--- config.mk ---
export PLATFORM = sky130hd
export DESIGN_NAME = cycskip_gate_ctrl
export DESIGN_NICKNAME = d
export VERILOG_FILES = /design/src/rtl/gcs_pkg.sv /design/src/rtl/gcs_fault_latch.sv /design/src/rtl/gcs_blank_timer.sv /design/src/rtl/gcs_gate_fsm.sv /design/src/rtl/cycskip_gate_ctrl.sv
export SDC_FILE = /design/constraint.sdc
export NUM_CORES = 1
export LEC_CHECK = 0
export ABC_AREA = 1
export CAP_MARGIN = 30
export CORE_AREA = 5 5 42 44
export CTS_BUF_LIST = sky130_fd_sc_hd__clkbuf_8 sky130_fd_sc_hd__clkbuf_16
export DETAILED_ROUTE_END_ITERATION = 10
export DIE_AREA = 0 0 47 49
export PLACE_DENSITY = 0.57
export SYNTH_ARGS = -nofsm -noshare
export SYNTH_HDL_FRONTEND = slang
export SYNTH_HIERARCHICAL = 1
export SYNTH_SLANG_ARGS = --single-unit
--- constraint.sdc ---
create_clock -name clk -period 3.2 [get_ports clk]
set_input_delay 0.64 -clock clk [delete_from_list [all_inputs] [get_ports clk]]
set_output_delay 0.64 -clock clk [all_outputs]
set_load 0.03 [all_outputs]
--- src/rtl/gcs_pkg.sv ---
package gcs_pkg;

    localparam int FLT_SUPPLY = 0;
    localparam int FLT_THERM  = 1;
    localparam int NUM_FLT    = 2;

    typedef enum logic [1:0] {
        PH_WAIT = 2'd0,
        PH_COND = 2'd1,
        PH_DONE = 2'd2
    } phase_e;

    typedef struct packed {
        phase_e phase;
        logic   gate;
    } fsm_state_t;

endpackage

--- src/rtl/gcs_fault_latch.sv ---
module gcs_fault_latch (
    input  logic clk,
    input  logic rst_n,
    input  logic set_i,
    input  logic clr_i,
    output logic flt_o
);
    logic flt_d, flt_q;

    // set has priority over clear
    always_comb begin
        flt_d = flt_q;
        if (set_i)      flt_d = 1'b1;
        else if (clr_i) flt_d = 1'b0;
    end

    always_ff @(posedge clk or negedge rst_n) begin
        if (!rst_n) flt_q <= 1'b0;
        else        flt_q <= flt_d;
    end

    assign flt_o = flt_q;
endmodule

--- src/rtl/gcs_blank_timer.sv ---
module gcs_blank_timer #(
    parameter int BLANK_CLKS = 4
) (
    input  logic clk,
    input  logic rst_n,
    input  logic load_i,
    output logic busy_o
);
    localparam int CNT_W = (BLANK_CLKS < 1) ? 1 : $clog2(BLANK_CLKS + 1);

    generate
        if (BLANK_CLKS == 0) begin : g_none
            assign busy_o = 1'b0;
        end else begin : g_cnt
            logic [CNT_W-1:0] cnt_d, cnt_q;

            always_comb begin
                cnt_d = cnt_q;
                if (load_i)            cnt_d = CNT_W'(BLANK_CLKS);
                else if (cnt_q != '0)  cnt_d = cnt_q - 1'b1;
            end

            always_ff @(posedge clk or negedge rst_n) begin
                if (!rst_n) cnt_q <= '0;
                else        cnt_q <= cnt_d;
            end

            assign busy_o = (cnt_q != '0);
        end
    endgenerate
endmodule

--- src/rtl/gcs_gate_fsm.sv ---
module gcs_gate_fsm
    import gcs_pkg::*;
(
    input  logic clk,
    input  logic rst_n,
    input  logic cyc_start_i,
    input  logic dmax_i,
    input  logic en_req_i,
    input  logic ilim_i,
    input  logic fault_i,
    input  logic blank_busy_i,
    output logic turn_on_o,
    output logic gate_o
);
    fsm_state_t st_d, st_q;

    // priority: fault, then cycle start, then pulse-ending events
    always_comb begin
        st_d      = st_q;
        turn_on_o = 1'b0;
        if (fault_i) begin
            st_d.phase = PH_DONE;
            st_d.gate  = 1'b0;
        end else if (cyc_start_i) begin
            if (en_req_i && dmax_i) begin
                st_d.phase = PH_COND;
                st_d.gate  = 1'b1;
                turn_on_o  = 1'b1;
            end else begin
                st_d.phase = PH_DONE;
                st_d.gate  = 1'b0;
            end
        end else if (st_q.phase == PH_COND) begin
            if (!dmax_i || (ilim_i && !blank_busy_i)) begin
                st_d.phase = PH_DONE;
                st_d.gate  = 1'b0;
            end
        end
    end

    always_ff @(posedge clk or negedge rst_n) begin
        if (!rst_n) st_q <= '{phase: PH_WAIT, gate: 1'b0};
        else        st_q <= st_d;
    end

    assign gate_o = st_q.gate;
endmodule

--- src/rtl/cycskip_gate_ctrl.sv ---
module cycskip_gate_ctrl
    import gcs_pkg::*;
#(
    parameter int BLANK_CLKS = 4
) (
    input  logic clk,
    input  logic rst_n,
    input  logic cyc_start_i,
    input  logic dmax_i,
    input  logic en_req_i,
    input  logic ilim_i,
    input  logic sup_low_i,
    input  logic sup_ok_i,
    input  logic temp_hot_i,
    input  logic temp_cool_i,
    output logic gate_o
);
    logic [NUM_FLT-1:0] flt_set, flt_clr, flt_q;
    logic fault_any, turn_on, blank_busy;

    assign flt_set[FLT_SUPPLY] = sup_low_i;
    assign flt_clr[FLT_SUPPLY] = sup_ok_i;
    assign flt_set[FLT_THERM]  = temp_hot_i;
    assign flt_clr[FLT_THERM]  = temp_cool_i;

    generate
        for (genvar i = 0; i < NUM_FLT; i++) begin : g_flt
            gcs_fault_latch u_latch (
                .clk   (clk),
                .rst_n (rst_n),
                .set_i (flt_set[i]),
                .clr_i (flt_clr[i]),
                .flt_o (flt_q[i])
            );
        end
    endgenerate

    // raw set inputs act in the same cycle; latched state holds until recovery
    assign fault_any = (|flt_q) | (|flt_set);

    gcs_blank_timer #(.BLANK_CLKS(BLANK_CLKS)) u_blank (
        .clk    (clk),
        .rst_n  (rst_n),
        .load_i (turn_on),
        .busy_o (blank_busy)
    );

    gcs_gate_fsm u_fsm (
        .clk          (clk),
        .rst_n        (rst_n),
        .cyc_start_i  (cyc_start_i),
        .dmax_i       (dmax_i),
        .en_req_i     (en_req_i),
        .ilim_i       (ilim_i),
        .fault_i      (fault_any),
        .blank_busy_i (blank_busy),
        .turn_on_o    (turn_on),
        .gate_o       (gate_o)
    );
endmodule

==> metrics.csv <==
stage,metric,value,unit
status,status,"finished, final reports clean",
yosys,synth.avg_cell_area,7.206,um2
clock_tree,root_buffer,clkbuf_8,
global_route,antenna_found_initial,0,
power_and_ir_drop,netSwitchingFraction,32.50,%
yosys,yosys_warnings,6,
die,die_h,49,um
power_and_ir_drop,p_sw,119.5,uW
detailed_routing,drc,0,
sta,worstMarginPinSlew,336.9,ps
sta,relSlewSlack,77.47,%
yosys,yosysSeqAreaShare,45.02,%
final_layout,utilization,39.55,%
clock_tree,postCtsHoldBufs,0,
setup_path,critPathBufInv,1,
final_layout,fill_cells,154,
power_and_ir_drop,power.share.clock,32.8,%
power_and_ir_drop,ir_drop,0.2268,mV
global_route,use_met1,8.241,%
yosys,yosys-top-cells-count,"nand2_1, inv_1, dfrtp_1, nor2_1, nand3_1",
final_layout,area_growth,42.44,%
place,finalWeightedCongestion,0.7152,
yosys,syn_inst,54,
global_route,grt_pass1_wl,1338,um
place,dp_hpwl,629.4,um
setup_path,cp.arrival,1250,ps
yosys,synth_flop_cell,dfrtp_1,
clock_tree,htree_num_levels,1,
clock_tree,clk_pin_slew,40,ps
global_route,grt.overflow.total,0,
setup_path,cpPeakStageDelay,670,ps
yosys,synth_area_leaders,"dfrtp_1, nand2_1, inv_1",
yosys,synth.most_common_cell,nand2_1,
global_route,use_met2,12.90,%
yosys,synth-async-reset-ratio,100.0,%
die,placement_rows,14,
clock_tree,cts_tree,built,
die,core_area,0.001401,mm2
flow_run,max_cap_viol_count,0,
detailed_routing,viasPerCell,4.321,
detailed_routing,dr.pass1.iters,4,
final_layout,drive_gt1_share,8.824,%
clock_tree,clockBufferDepth,2,
place,io_buffers,10,
power_and_ir_drop,total_leakage_power,0.0002999,uW
detailed_routing,drtIter0Drc,4,
setup_path,cp_slowest_cell,clkdlybuf4s50_1,
yosys,synth_seq_cells,7,
hold_path,hold_class,flop to flop,
sta,tns,0,ps
clock_tree,cts_resized,0,
final_layout,antennaDiodeCount,0,
final_layout,seqCellArea,175.2,um2
clock_tree,post_cts_buffers,0,
setup_path,crit_type,flop to primary output,
setup_path,critPathRequiredTime,2560,ps
yosys,syn-cell-area,389.1,um2
sta,rsz0062_at_grt,false,
global_route,grt_max_degree,8,
setup_path,crit_path_start_kind,flop,
power_and_ir_drop,pwr-share-comb,33.5,%
sta,setup_viol,0,
final_layout,multiInputGateArea,165.2,um2
die,initial_utilization,27.77,%
setup_path,cp_top_family,buffers and inverters,
clock_tree,clk_latency,230,ps
setup_path,cp-end-kind,primary output,
power_and_ir_drop,p_per_area,663.6,mW/mm2
sta,hold_viol,0,
clock_tree,cts_buffers,3,
clock_tree,clock-sinks,7,
sta,max_freq,0.5288,GHz
die,dieArea,0.002303,mm2
detailed_routing,postRouteAntennaNets,0,
yosys,synth_top_cell_area_share,45.02,%
setup_path,cp_max_fo,3,
sta,fin_crit_sh,59.10,%
global_route,top_usage_layer,met2,
die,io_pins,11,
yosys,synth_nets,66,
die,die_w,47,um
final_layout,stdcell_count,84,
global_route,met3_usage,3.690,%
yosys,synth_area_leader_cell,dfrtp_1,
power_and_ir_drop,intPower,248.3,uW
sta,slew_violations,0,
global_route,track_usage,8.628,%
setup_path,r2r_setup_slack,1960,ps
sta,skew,1.160,ps
place,place_inst,80,
yosys,synth.distinct_cells,11,
sta,final.min_clock_period,1891,ps
power_and_ir_drop,pwr-share-seq,33.7,%
setup_path,path_cells,clkdlybuf4s50_1,
detailed_routing,drt-wirelength-per-cell,9.417,um
detailed_routing,num_vias,363,
detailed_routing,drt-total-wl,791,um
final_layout,layout.nets,81,
yosys,synth_edf_count,0,
global_route,grt_pass1_vias,349,
[state kept, by name, summed over array words and instances (netlist names)]
register / cells
u_fsm/st_q: 2
u_blank/g_cnt.cnt_q: 3
g_flt.u_latch/flt_o: 2
[placed cells by master (no fill, tap or decap)]
master / instances
nand2_1: 15
inv_1: 13
clkdlybuf4s50_1: 10
dfrtp_1: 7
nor2_1: 6
nand3_1: 5
clkbuf_8: 3
nand4_1: 3
ha_1: 2
inv_2: 1
nand2_2: 1
nor2_2: 1
o21ai_1: 1
[through the flow]
stage	worst slack, ps	area (um2)	hold WS, ps	power (uW)
6_report	1309	554.3	474.8	367.8
5_1_grt	1273	554.3	502.9	402.0
4_1_cts	1297	554.3	476.3	375.1
3_5_place_dp	1311	509.2	460.6	248.9
3_3_place_gp	1322	509.2	457.7	245.9
2_1_floorplan	1872	389.1	344.4	215.4
[final timing paths]
kind,startpoint,endpoint,depth (start not counted)
setup / recovery,u_fsm/st_q[1]$_DFFE_PN0P_,gate_o,1
hold / removal,g_flt[1].u_latch/flt_o$_DFFE_PN0P_,g_flt[1].u_latch/flt_o$_DFFE_PN0P_,2
setup reg to reg,u_blank/g_cnt.cnt_q[0]$_DFFE_PN0P_,u_fsm/st_q[1]$_DFFE_PN0P_,9
hold reg to reg,g_flt[1].u_latch/flt_o$_DFFE_PN0P_,g_flt[1].u_latch/flt_o$_DFFE_PN0P_,2
max in group asynchronous,rst_n,g_flt[0].u_latch/flt_o$_DFFE_PN0P_,1
min in group asynchronous,rst_n,u_blank/g_cnt.cnt_q[0]$_DFFE_PN0P_,1
[metal layers]
layer / part of all wire, % / wire, um / vias to the layer above
met2: 45 / 355 / 11
met5: 0 / 0 / -
met4: 4.2 / 33 / 0
met1: 43 / 340 / 156
li1: - / - / 191
met3: 7.7 / 61 / 5
[power by group through the flow]
stage                     Sequential (uW)  Clock [uW]  Combinational (uW)
final                                 124         121                 123
after global routing                  124         134                 143
after CTS                             124         126                 125
after detailed placement              125           0                 124
after global placement                124           0                 122
after floorplan                       122           0                93.4
[logic make-up after synthesis]
| group | after synthesis | share of synthesized area (%) |
|---|---|---|
| buffers and inverters | 13 | 12.54 |
| flip-flops | 7 | 45.02 |
| AND/OR/NAND/NOR | 31 | 34.73 |
| AO/OA/AOI/OAI | 1 | 1.285 |
| adder cells (fa/ha/maj) | 2 | 6.430 |
[cell type report]
class / instances / area share, %
Clock inverter: 1 / 0.6772
Clock buffer: 3 / 7.449
Sequential cell: 7 / 31.60
Inverter: 13 / 8.804
Multi-Input combinational cell: 34 / 29.80
Tap cell: 16 / 3.612
Timing Repair Buffer: 10 / 18.06
No activity file was read; power rests on OpenSTA's default activity.
